--- src/rtl/lcd_col_pkg.sv ---
package lcd_col_pkg;

  // drive level codes
  typedef enum logic [1:0] {
    LV_V0  = 2'd0,
    LV_V12 = 2'd1,
    LV_V43 = 2'd2,
    LV_V5  = 2'd3
  } lvl_e;

  typedef enum logic [1:0] {
    LD_WAIT = 2'd0,
    LD_TAKE = 2'd1,
    LD_DONE = 2'd2
  } ld_state_e;

  // Level selection from AC phase, line bit and blanking
  function automatic lvl_e seg_level(input logic ac, input logic on, input logic blank_n);
    if (!blank_n) return LV_V5;
    if (ac) return on ? LV_V0 : LV_V12;
    return on ? LV_V5 : LV_V43;
  endfunction

endpackage

--- src/rtl/lcd_col_assembler.sv ---
module lcd_col_assembler #(
  parameter int GW = 8
) (
  input  logic          clk,
  input  logic          rst_n,
  input  logic          clr,
  input  logic          take,
  input  logic          wide,
  input  logic [GW-1:0] bus,
  output logic          grp_wr,
  output logic [GW-1:0] grp_byte
);
  localparam int HW = GW / 2;

  logic          half_q;
  logic [HW-1:0] hold_q;

  // full group now, or the second half of a pair
  assign grp_wr   = take & (wide | half_q);
  assign grp_byte = wide ? bus : {bus[HW-1:0], hold_q};

  always_ff @(posedge clk or negedge rst_n) begin
    if (!rst_n) begin
      half_q <= 1'b0;
      hold_q <= '0;
    end else if (clr) begin
      half_q <= 1'b0;
    end else if (take && !wide) begin
      half_q <= ~half_q;
      if (!half_q) hold_q <= bus[HW-1:0];
    end
  end


  narrow_pair_chk: assert property (@(posedge clk) disable iff (!rst_n)
    (grp_wr && !wide && !clr) |=> !half_q);

endmodule

--- src/rtl/lcd_col_select.sv ---
module lcd_col_select
  import lcd_col_pkg::*;
#(
  parameter int NG = 20
) (
  input  logic          clk,
  input  logic          rst_n,
  input  logic          lp,
  input  logic          shift_en,
  input  logic          ein,
  input  logic          dir,
  input  logic          grp_wr,
  output logic          take,
  output logic [NG-1:0] slot_oh,
  output logic          eo_n,
  output logic          last_wr
);
  localparam logic [NG-1:0] FIRST_LO = {1'b1, {(NG-1){1'b0}}};
  localparam logic [NG-1:0] FIRST_HI = {{(NG-1){1'b0}}, 1'b1};

  ld_state_e     st_q;
  logic [NG-1:0] ptr_q;
  logic          at_end;
  logic          eo_q;

  assign at_end  = dir ? ptr_q[NG-1] : ptr_q[0];
  assign take    = shift_en & ~lp & ((st_q == LD_TAKE) | ((st_q == LD_WAIT) & ~ein));
  assign last_wr = grp_wr & at_end;
  assign slot_oh = ptr_q;
  assign eo_n    = eo_q;

  // group position pointer
  always_ff @(posedge clk or negedge rst_n) begin
    if (!rst_n)                  ptr_q <= FIRST_LO;
    else if (lp)                 ptr_q <= dir ? FIRST_HI : FIRST_LO;
    else if (grp_wr && !at_end)  ptr_q <= dir ? (ptr_q << 1) : (ptr_q >> 1);
  end

  // selection state
  always_ff @(posedge clk or negedge rst_n) begin
    if (!rst_n)                            st_q <= LD_WAIT;
    else if (lp)                           st_q <= LD_WAIT;
    else if (last_wr)                      st_q <= LD_DONE;
    else if (take && st_q == LD_WAIT)      st_q <= LD_TAKE;
  end

  // cascade pulse
  always_ff @(posedge clk or negedge rst_n) begin
    if (!rst_n)                  eo_q <= 1'b1;
    else if (lp)                 eo_q <= 1'b1;
    else if (last_wr)            eo_q <= 1'b0;
    else if (shift_en && !eo_q)  eo_q <= 1'b1;
  end


  ptr_onehot_chk: assert property (@(posedge clk) disable iff (!rst_n)
    $countones(ptr_q) == 1);


  eo_pulse_chk: assert property (@(posedge clk) disable iff (!rst_n)
    (!eo_q && shift_en) |=> eo_q);


  done_hold_chk: assert property (@(posedge clk) disable iff (!rst_n)
    (st_q == LD_DONE && !lp) |=> $stable(ptr_q));


  wait_idle_chk: assert property (@(posedge clk) disable iff (!rst_n)
    (st_q == LD_WAIT && ein && !lp) |=> (st_q == LD_WAIT && $stable(ptr_q)));

endmodule

--- src/rtl/lcd_col_latch.sv ---
module lcd_col_latch #(
  parameter int COLS = 160,
  parameter int GW   = 8
) (
  input  logic                 clk,
  input  logic                 rst_n,
  input  logic                 dir,
  input  logic                 grp_wr,
  input  logic [COLS/GW-1:0]   slot_oh,
  input  logic [GW-1:0]        grp_byte,
  input  logic                 lp_fall,
  input  logic                 blank_n,
  output logic [COLS-1:0]      line_q
);
  localparam int NG = COLS / GW;

  function automatic logic [GW-1:0] rev_grp(input logic [GW-1:0] v);
    logic [GW-1:0] r;
    for (int i = 0; i < GW; i++) r[i] = v[GW-1-i];
    return r;
  endfunction

  logic [COLS-1:0] data_q;
  logic [COLS-1:0] data_d;
  logic [GW-1:0]   wr_val;

  // bit order within a group follows the direction
  assign wr_val = dir ? rev_grp(grp_byte) : grp_byte;

  for (genvar s = 0; s < NG; s++) begin : g_slot
    assign data_d[s*GW +: GW] = (grp_wr && slot_oh[s]) ? wr_val : data_q[s*GW +: GW];
  end

  always_ff @(posedge clk or negedge rst_n) begin
    if (!rst_n) data_q <= '0;
    else        data_q <= data_d;
  end

  // line latch
  always_ff @(posedge clk or negedge rst_n) begin
    if (!rst_n)       line_q <= '0;
    else if (!blank_n) line_q <= '0;
    else if (lp_fall)  line_q <= data_q;
  end


  blank_clr_chk: assert property (@(posedge clk) disable iff (!rst_n)
    !blank_n |=> (line_q == '0));


  line_copy_chk: assert property (@(posedge clk) disable iff (!rst_n)
    (lp_fall && blank_n) |=> (line_q == $past(data_q)));


  data_keep_chk: assert property (@(posedge clk) disable iff (!rst_n)
    !grp_wr |=> $stable(data_q));

endmodule

--- src/rtl/lcd_col_loader.sv ---
module lcd_col_loader
  import lcd_col_pkg::*;
#(
  parameter int COLS = 160,
  parameter int GW   = 8
) (
  input  logic              clk,
  input  logic              rst_n,
  input  logic              shift_en,
  input  logic [GW-1:0]     bus_d,
  input  logic              wide_mode,
  input  logic              dir,
  input  logic              line_pulse,
  input  logic              ac_phase,
  input  logic              blank_n,
  input  logic              en1_in,
  input  logic              en2_in,
  output logic              en1_out,
  output logic              en2_out,
  output logic              en1_oe,
  output logic              en2_oe,
  output logic [2*COLS-1:0] lvl_o
);
  localparam int NG = COLS / GW;

  logic          lp_q;
  logic          lp_fall;
  logic          ein;
  logic          take;
  logic          grp_wr;
  logic [GW-1:0] grp_byte;
  logic [NG-1:0] slot_oh;
  logic          eo_n;
  logic          last_wr;
  logic [COLS-1:0] line_q;

  always_ff @(posedge clk or negedge rst_n) begin
    if (!rst_n) lp_q <= 1'b0;
    else        lp_q <= line_pulse;
  end
  assign lp_fall = lp_q & ~line_pulse;

  // enable pin roles
  assign ein     = dir ? en1_in : en2_in;
  assign en1_out = dir ? 1'b1 : eo_n;
  assign en2_out = dir ? eo_n : 1'b1;
  assign en1_oe  = ~dir;
  assign en2_oe  = dir;

  lcd_col_select #(.NG(NG)) u_sel (
    .clk(clk), .rst_n(rst_n), .lp(line_pulse), .shift_en(shift_en),
    .ein(ein), .dir(dir), .grp_wr(grp_wr), .take(take),
    .slot_oh(slot_oh), .eo_n(eo_n), .last_wr(last_wr)
  );

  lcd_col_assembler #(.GW(GW)) u_asm (
    .clk(clk), .rst_n(rst_n), .clr(line_pulse), .take(take),
    .wide(wide_mode), .bus(bus_d), .grp_wr(grp_wr), .grp_byte(grp_byte)
  );

  lcd_col_latch #(.COLS(COLS), .GW(GW)) u_lat (
    .clk(clk), .rst_n(rst_n), .dir(dir), .grp_wr(grp_wr),
    .slot_oh(slot_oh), .grp_byte(grp_byte), .lp_fall(lp_fall),
    .blank_n(blank_n), .line_q(line_q)
  );

  // per-column level code
  for (genvar c = 0; c < COLS; c++) begin : g_col
    assign lvl_o[2*c +: 2] = seg_level(ac_phase, line_q[c], blank_n);
  end


  last_pulse_chk: assert property (@(posedge clk) disable iff (!rst_n)
    last_wr |=> !eo_n);


  blank_lvl_chk: assert property (@(posedge clk) disable iff (!rst_n)
    !blank_n |-> (lvl_o == {(2*COLS){1'b1}}));

endmodule

--- config.mk ---
export PLATFORM = sky130hd
export DESIGN_NAME = lcd_col_loader
export DESIGN_NICKNAME = d
export VERILOG_FILES = /design/src/rtl/lcd_col_pkg.sv /design/src/rtl/lcd_col_assembler.sv /design/src/rtl/lcd_col_select.sv /design/src/rtl/lcd_col_latch.sv /design/src/rtl/lcd_col_loader.sv
export SDC_FILE = /design/constraint.sdc
export NUM_CORES = 1
export LEC_CHECK = 0
export ABC_AREA = 0
export CAP_MARGIN = 10
export CORE_MARGIN = 10
export CORE_UTILIZATION = 28
export CTS_CLUSTER_DIAMETER = 60
export CTS_CLUSTER_SIZE = 40
export DETAILED_ROUTE_END_ITERATION = 12
export PLACE_DENSITY = 0.51
export SYNTH_ARGS = -nofsm -noshare
export SYNTH_HDL_FRONTEND = slang
export SYNTH_SLANG_ARGS = --single-unit
--- constraint.sdc ---
create_clock -name clk -period 7.6 [get_ports clk]
set_input_delay 1.52 -clock clk [delete_from_list [all_inputs] [get_ports clk]]
set_output_delay 1.52 -clock clk [all_outputs]
set_load 0.05 [all_outputs]
Word-level counts from Yosys, hierarchy flattened --
Index checks and enable logic that the tools add are counted.
Cells by class: mux-type cells 823, reductions and logical operators 33, bitwise gates (word level) 12, equality and inequality tests 2
Operator list (number):
- $mux 2 | 484
- $mux 1 | 331
- $mux 160 | 2
- $mux 20 | 4
- $logic_and 1x1->1 | 24
- $mux 8 | 2
- $and 1x1->1 | 6
- $reduce_bool 3->1 | 2
- $not 1->1 | 4
- $reduce_bool 2->1 | 2
- $logic_not 1->1 | 3
- $reduce_and 3->1 | 1
- $eq 2x1->1 const B | 1
- $logic_not 2->1 | 1
- $ne 2x1->1 const B | 1
- $or 1x1->1 | 2
Storage, ports and cells: word-level logic and storage cells 897, register bits after elaboration 349, output and inout port bits 324

Logic depth before layout (Yosys ltp) --
Gate-level depths: netlist of run 1.
depth in word-level cells 9, mapped depth 7

Modules after synthesis --
A second synthesis of run 1 with hierarchy kept.
Unflattened totals: cells, all modules 1756, area total of the unflattened synthesis 18241.2 um2
Modules (own cells, without submodules):
- lcd_col_latch | area each 13151.4 um2, times used 1, cells an instance 1099, seq. area each 8007.7 um2
- lcd_col_loader | area each 3519.6 um2, times used 1, cells an instance 523, seq. area each 25.0 um2
- lcd_col_select | area each 1255.0 um2, times used 1, cells an instance 111, seq. area each 578.1 um2
- lcd_col_assembler | area each 315.3 um2, times used 1, cells an instance 23, seq. area each 125.1 um2

Least setup slack after synthesis of run 1 --
OpenSTA, ideal clock, no wires.
kind input-to-output, from input ac_phase, to output lvl_o[101], stages on the path 5, arrival 5.442 ns, path slack 0.638 ns, data required time 6.080 ns, path through clkbuf_1 -> clkbuf_1 -> buf_2 -> nand2_1 -> buf_4
Between the ends: word-level cells in the longest chain between the ends 4, elaborated cells on any way between the ends 5
Ends and longest elaborated chain:
- start: declaration | line lcd_col_loader.sv:14 | input logic ac_phase,
- $mux 1 (2 in a row) | line lcd_col_pkg.sv:20 | if (ac) return on ? LV_V0 : LV_V12;
- $mux 2 * | line lcd_col_pkg.sv:21 | return on ? LV_V5 : LV_V43;
- $mux 2 * | line lcd_col_pkg.sv:20
- end: declaration | line lcd_col_loader.sv:22 | output logic [2*COLS-1:0] lvl_o
Every way passes the cells marked *; elsewhere a longest branch is shown, timed or not. The select of a mux whose other input is x is not followed.

Worst setup path in the final report of run 1 --
from input ac_phase, to output lvl_o[138]
The elaborated chain is that of the path after synthesis.

==> metrics.cfg, run 1 <==
[logic_synthesis]
yosys_register_bits=349
synth-async-reset-ratio=1.00
synth_area_per_cell_um2=12.4
synthMuxAreaShare=0.160
yosysUniqueCellTypes=37
yosysWarningCount=0
synthXorXnorAreaFrac=0.0824
synthAdderAreaFrac=0
ys_seq_area_frac=0.514
synth_edf_count=0
synth_compound_area_frac=0.0868
synth-simple-area-share=0.0599
synth_ff_type=dfrtp_1
syn_inst=1370
synth_nets=1388
synthesis.area_um2=17000
synth_top_family_by_area=multiplexers

[run]
cap_violations=0

[floorplanning]
die_w_um=266
coreArea_um2=60200
die_y_um=266
die-area_um2=71000
row_count=90
num_io_pins=342
start_util=0.282

[timing]
slew_violations=0
min_period_over_period=0.698
hold_viol=0
setup_tns_ns=0
rsz0062_at_grt=no
max_freq_mhz=188
min_period_ns=5.31
maxSlewHeadroom=0.248
finalSetupViolations=0
setup_ws_ns=2.29
worst_slew_pin_slew_ns=1.13
finClkSkew_ns=0.0156

[placement]
gp_congestion=0.718
place_hpwl_um=28200
numPortBuffers=341
dp_slack_ns=2.23
postPlaceCellArea_um2=19900

[power_and_ir_drop]
power_density_nw_per_um2=219
peakVddDrop_mv=0.172
power_mw=4.60
p_leak_nw=9.49

[detailed_routing]
postRouteAntennaNets=0
drt_drc_violations_left=0
viasPerCell=4.54
drt-initial-drc-count=572
drt_wl_total_um=44900
wl_per_cell_um=19.5
drtPass1Iterations=4
vias=10400

[clock_tree]
cts_buffer_depth=3
root_buffer=clkbuf_16
cts_buffers=31
ctsHoldBuffers=0
clkTransAtPathRegs_ns=0.08
clkLatencyLatePin_ns=0.58
ctsResizeCount=0
cts_setup_buffers=0
clock_sinks=349
htreeDepth=1
cts_tree=built

[worst_hold_path]
min-delay-start=u_lat.data_q[49]
hold_depth=1
hold_end=u_lat.line_q[49]
hold_class=reg2reg

[critical_path]
critPathSlowestCell=clkdlybuf4s50_1
cp_top_family=buffers and inverters
path_max_fanout=68
crit_type=in2out
r2r_setup_slack_ns=4.84
reg2reg_to=u_lat.data_q[81]
path_cells=buf_8, buf_4, xnor2_1, nand2_1, clkdlybuf4s50_1
start_kind=input pin
reg2reg_depth=4
crit_required_ns=6.08
critPathMaxStageDelay_ns=0.84
crit_path_end_kind=output port
arrival_ns=3.79
reg2reg_from=u_sel.st_q[1]
critical_path.n_buffers_inverters=3

[global_route]
grt_util_met1=0.161
grt_max_degree=169
grt_pass1_wl_um=67700
grt_pass1_vias=10700
antenna_found_initial=1
grt_overflow=0
grt_use_met2=0.197
grt.total_usage=0.121
busiest_layer=met2
use_met3=0.0289

[layout]
synthToLayoutAreaGrowth_pct=23.7
nets=1512
regArea_um2=8740
fillerInstances=5817
multiInputGateArea_um2=6650
final_area_um2=21000
drive_gt1_frac=0.177

[run_status]
status=completed

==> cells by family (layout without fill, tap and decap cells) <==
logic type | Yosys count | count (layout)
DFF | 349 | 349
buffers and inverters | 262 | 410
and+or+nand+nor | 217 | 217
muxes | 210 | 210
AOI/OAI and AO/OA | 172 | 172
xor gates and xnor gates | 160 | 160
other | 0 | 1
==> how the worst max path moves through the flow <==
| stage | from | end | slack [ns] | cells after the start |
|---|---|---|---|---|
| final | ac_phase | lvl_o[138] | 2.29 | 5 |
| after global routing | blank_n | lvl_o[240] | 2.14 | 4 |
| after CTS | ac_phase | lvl_o[203] | 2.23 | 3 |
| after detailed placement | ac_phase | lvl_o[203] | 2.23 | 3 |
| after global placement | ac_phase | lvl_o[138] | 2.27 | 5 |
| after floorplan | ac_phase | lvl_o[101] | 0.64 | 5 |
==> flip-flops by register name (all words and copies together), names as in the netlist <==
| name | cells |
|---|---|
| u_lat.data_q | 160 |
| u_lat.line_q | 160 |
| u_sel.slot_oh | 20 |
| u_asm.hold_q | 4 |
| u_sel.st_q | 2 |
| lp_q | 1 |
| u_asm.half_q | 1 |
| u_sel.eo_n | 1 |
==> cell usage after synthesis (2+ instances only) <==
cell | count | share of area
nand2_8 | 10 | 0.012
buf_4 | 163 | 0.072
xnor2_1 | 160 | 0.082
dfstp_2 | 2 | 0.0031
buf_1 | 6 | 0.0013
nand2_1 | 185 | 0.041
buf_2 | 30 | 0.0088
mux4_2 | 8 | 0.011
or2_2 | 3 | 0.0011
o21ai_0 | 3 | 0.00088
dfrtp_1 | 347 | 0.51
mux2i_1 | 36 | 0.021
mux2_1 | 4 | 0.0026
a21oi_1 | 3 | 0.00088
nor2_1 | 4 | 0.00088
clkbuf_1 | 58 | 0.013
mux2_4 | 80 | 0.071
a22o_1 | 160 | 0.082
nor3_1 | 4 | 0.0012
mux2_2 | 81 | 0.054
nand2_2 | 7 | 0.0026
==> power breakdown <==
part / internal [mW] / leakage (nW) / switching (mW)
registers: 1.91 / 4.83 / 0.0402
clock network: 0.872 / 0.530 / 0.843
logic: 0.292 / 4.13 / 0.637
total: 3.08 / 9.49 / 1.52
==> metal layers <==
metal / part of all wire / vias up
li1: - / 4763
met1: 0.44 / 5337
met2: 0.46 / 310
met3: 0.087 / 37
met4: 0.013 / 2
met5: 0.00029 / -
==> stage by stage <==
step	utilization	hold WS, ns	std cells
floorplan	-	0.460	1370
global placement	0.330	0.470	2242
detailed placement	0.330	0.473	2242
CTS	0.349	0.478	2299
global route	0.349	0.479	2300
finish	0.349	0.476	2301
==> layout make-up <==
cell class / count / share of cell area
Antenna cell: 1 / 0.000119
Clock inverter: 26 / 0.0155
Clock buffer: 31 / 0.0369
Multi-Input combinational cell: 759 / 0.316
Tap cell: 782 / 0.0465
Inverter: 2 / 0.000357
Sequential cell: 349 / 0.415
Timing Repair Buffer: 351 / 0.169
==> layout by cell type (no fill, tap or decap), drive strengths merged, types with 2 or more instances in the layout <==
| cell type | synthesis | final |
|---|---|---|
| a21oi | 3 | 3 |
| a22o | 160 | 160 |
| buf | 201 | 14 |
| bufinv | 0 | 2 |
| clkbuf | 59 | 31 |
| clkdlybuf4s50 | 0 | 337 |
| clkinv | 1 | 7 |
| clkinvlp | 0 | 3 |
| dfrtp | 347 | 347 |
| dfstp | 2 | 2 |
| inv | 1 | 16 |
| mux2 | 165 | 165 |
| mux2i | 37 | 37 |
| mux4 | 8 | 8 |
| nand2 | 202 | 202 |
| nor2 | 4 | 4 |
| nor3 | 4 | 4 |
| o21ai | 4 | 4 |
| or2 | 3 | 3 |
| xnor2 | 160 | 160 |
No activity file was read; power rests on OpenSTA's default activity.
==> run 2: changes to the inputs <==
clock period = 5.45 ns   (was 7.6 ns; I/O delays follow)
==> run 2 against run 1 <==
Wire length decreased by 1.8%. Flip-flop and latch count unchanged. Critical path type unchanged. Highest routed layer is now met4. Die area unchanged. First-iteration DRC count shrank 16%. Sequential share of layout area fell by 0.18 points. Global-route usage fell by 0.20 points. Worst hold slack worse by 0.0064 ns. Clock-buffer cell count increased by 3. Setup slack got worse by 0.99 ns. Cell area is 0.43% higher. Clock skew rose by 0.012 ns.
==> metrics.cfg, run 2 (same netlist as run 1, synthesis figures left out) <==
[critical_path]
start_kind=input pin
path_max_fanout=82  ; +21%
path_depth=4  ; -1
crit_required_ns=4.36  ; -1.72 ns
path_cells=buf_6, nand2_4, buf_12, clkdlybuf4s50_1
critical_path.n_buffers_inverters=3  ; unchanged
critPathMaxStageDelay_ns=0.87  ; +0.03 ns
crit_type=in2out
reg2reg_depth=4  ; unchanged
arrival_ns=3.06  ; -0.73 ns
cp_top_family=buffers and inverters
critPathSlowestCell=clkdlybuf4s50_1
crit_path_end_kind=output port

[placement]
gp_congestion=0.706  ; -1.7%
numPortBuffers=341  ; unchanged
postPlaceCellArea_um2=20100  ; +0.77%
place_hpwl_um=28200  ; about the same

[layout]
final_area_um2=21100  ; +0.43%
final_common_cell=dfrtp_1
multiInputGateArea_um2=6650  ; unchanged
drive_gt1_frac=0.181  ; +0.00408
fillerInstances=5784  ; -0.57%
regArea_um2=8740  ; unchanged
nets=1522  ; +0.66%
utilization=0.351  ; +0.00152
synthToLayoutAreaGrowth_pct=24.2
layout_common_cells=dfrtp_1 (347), clkdlybuf4s50_1 (337), nand2_1 (184), xnor2_1 (160), a22o_1 (160)

[global_route]
grt_max_degree=161  ; -4.7%
use_met3=0.0263  ; -0.00258
grt_pass1_vias=10900  ; +1.6%
grt_pass1_wl_um=67000  ; -1.0%
grt_use_met2=0.201  ; +0.00452
busiest_layer=met2
grt_util_met1=0.153  ; -0.00817
grt.total_usage=0.119  ; -0.00196
grt_overflow=0  ; unchanged
antenna_found_initial=0  ; -1

[power_and_ir_drop]
power_mw=6.31  ; +37%
peakVddDrop_mv=0.161  ; -6.3%
p_leak_nw=9.54  ; +0.53%
power_density_nw_per_um2=299  ; +37%

[detailed_routing]
viasPerCell=4.53  ; -0.19%
vias=10500  ; +0.24%
drt_drc_violations_left=0  ; unchanged
drtPass1Iterations=4  ; unchanged
drt_wl_total_um=44100  ; -1.8%
wl_per_cell_um=19.1  ; -2.2%
postRouteAntennaNets=0  ; unchanged
drt-initial-drc-count=481  ; -16%

[timing]
rsz0062_at_grt=no
worst_slew_pin_slew_ns=1.01  ; -0.115 ns
min_period_ns=4.15
finalSetupViolations=0  ; unchanged
slew_violations=0  ; unchanged
hold_viol=0  ; unchanged
min_period_over_period=0.761
maxSlewHeadroom=0.323  ; +0.0752
setup_tns_ns=0  ; unchanged
whs_ns=0.470  ; -0.00640 ns
finClkSkew_ns=0.0278  ; +0.0122 ns
max_freq_mhz=241

[floorplanning]
row_count=90  ; unchanged
die_w_um=266  ; unchanged
coreArea_um2=60200  ; unchanged
die-area_um2=71000  ; unchanged
start_util=0.282  ; unchanged
die_y_um=266  ; unchanged
num_io_pins=342  ; unchanged

[clock_tree]
ctsResizeCount=0  ; unchanged
cts_setup_buffers=0  ; unchanged
clkLatencyLatePin_ns=0.59  ; about the same
ctsHoldBuffers=0  ; unchanged
clkTransAtPathRegs_ns=0.08  ; about the same
root_buffer=clkbuf_16
cts_buffer_depth=3  ; unchanged
htreeDepth=1  ; unchanged
cts_tree=built
clock_sinks=349  ; unchanged
cts_buffers=30  ; -3.2%

[run]
cap_violations=0  ; unchanged

[worst_hold_path]
hold_class=in2async

[run_status]
status=completed

==> run 2: cell types whose count changed in the layout (fill, tap and decap cells not counted), sizes merged <==
cell | previous run | this run
buf | 14 | 25
bufinv | 2 | 1
clkbuf | 31 | 34
clkinv | 7 | 12
inv | 16 | 8
==> run 2: final timing paths <==
check,slack [ns],end,from
setup / recovery,1.30,lvl_o[277],blank_n
hold / removal,0.47,u_lat.data_q[62],rst_n
min in group clk,0.48,u_lat.line_q[104],u_lat.data_q[104]
setup reg to reg,2.73,u_lat.data_q[86],u_sel.st_q[1]
hold reg to reg,0.48,u_lat.line_q[104],u_lat.data_q[104]
max in group asynchronous,3.87,u_lat.line_q[133],rst_n
==> run 2: final cells by class <==
type | instances | share of cell area
diodes | 1 | 0.000118
repair buffers | 362 | 0.175
clock inverters | 22 | 0.0125
multi-input cells | 759 | 0.315
clock buffers | 34 | 0.0377
flip-flops and latches | 349 | 0.414
inverters | 2 | 0.000355
well taps | 782 | 0.0463
==> run 2: stage by stage <==
| stage | std cells | setup WS (ns) |
|---|---|---|
| final | 2311 | 1.30 |
| after floorplan | 1370 | 0.648 |
| after global routing | 2310 | 1.13 |
| after CTS | 2310 | 1.24 |
| after global placement | 2254 | 1.31 |
| after detailed placement | 2254 | 1.24 |
==> run 2: power by group <==
group	leakage [nW]	internal, mW	switching [mW]
Clock	0.508	1.16	1.13
Sequential	4.83	2.67	0.0560
Combinational	4.21	0.417	0.885
Total	9.54	4.25	2.07
==> run 2: metal layers <==
| metal | share of wire | wire length (um) |
|---|---|---|
| met3 | 0.079 | 3500 |
| met1 | 0.44 | 19600 |
| met4 | 0.015 | 674 |
| met2 | 0.46 | 20400 |
| met5 | 0 | 0 |
==> run 2: worst reg2reg max path, cell delays in order (launching register included) <==
cell     delay (ns)
dfrtp_1        0.38
nor3b_1        0.40
o211a_4        0.76
nand2_1        0.62
mux2_2         0.44
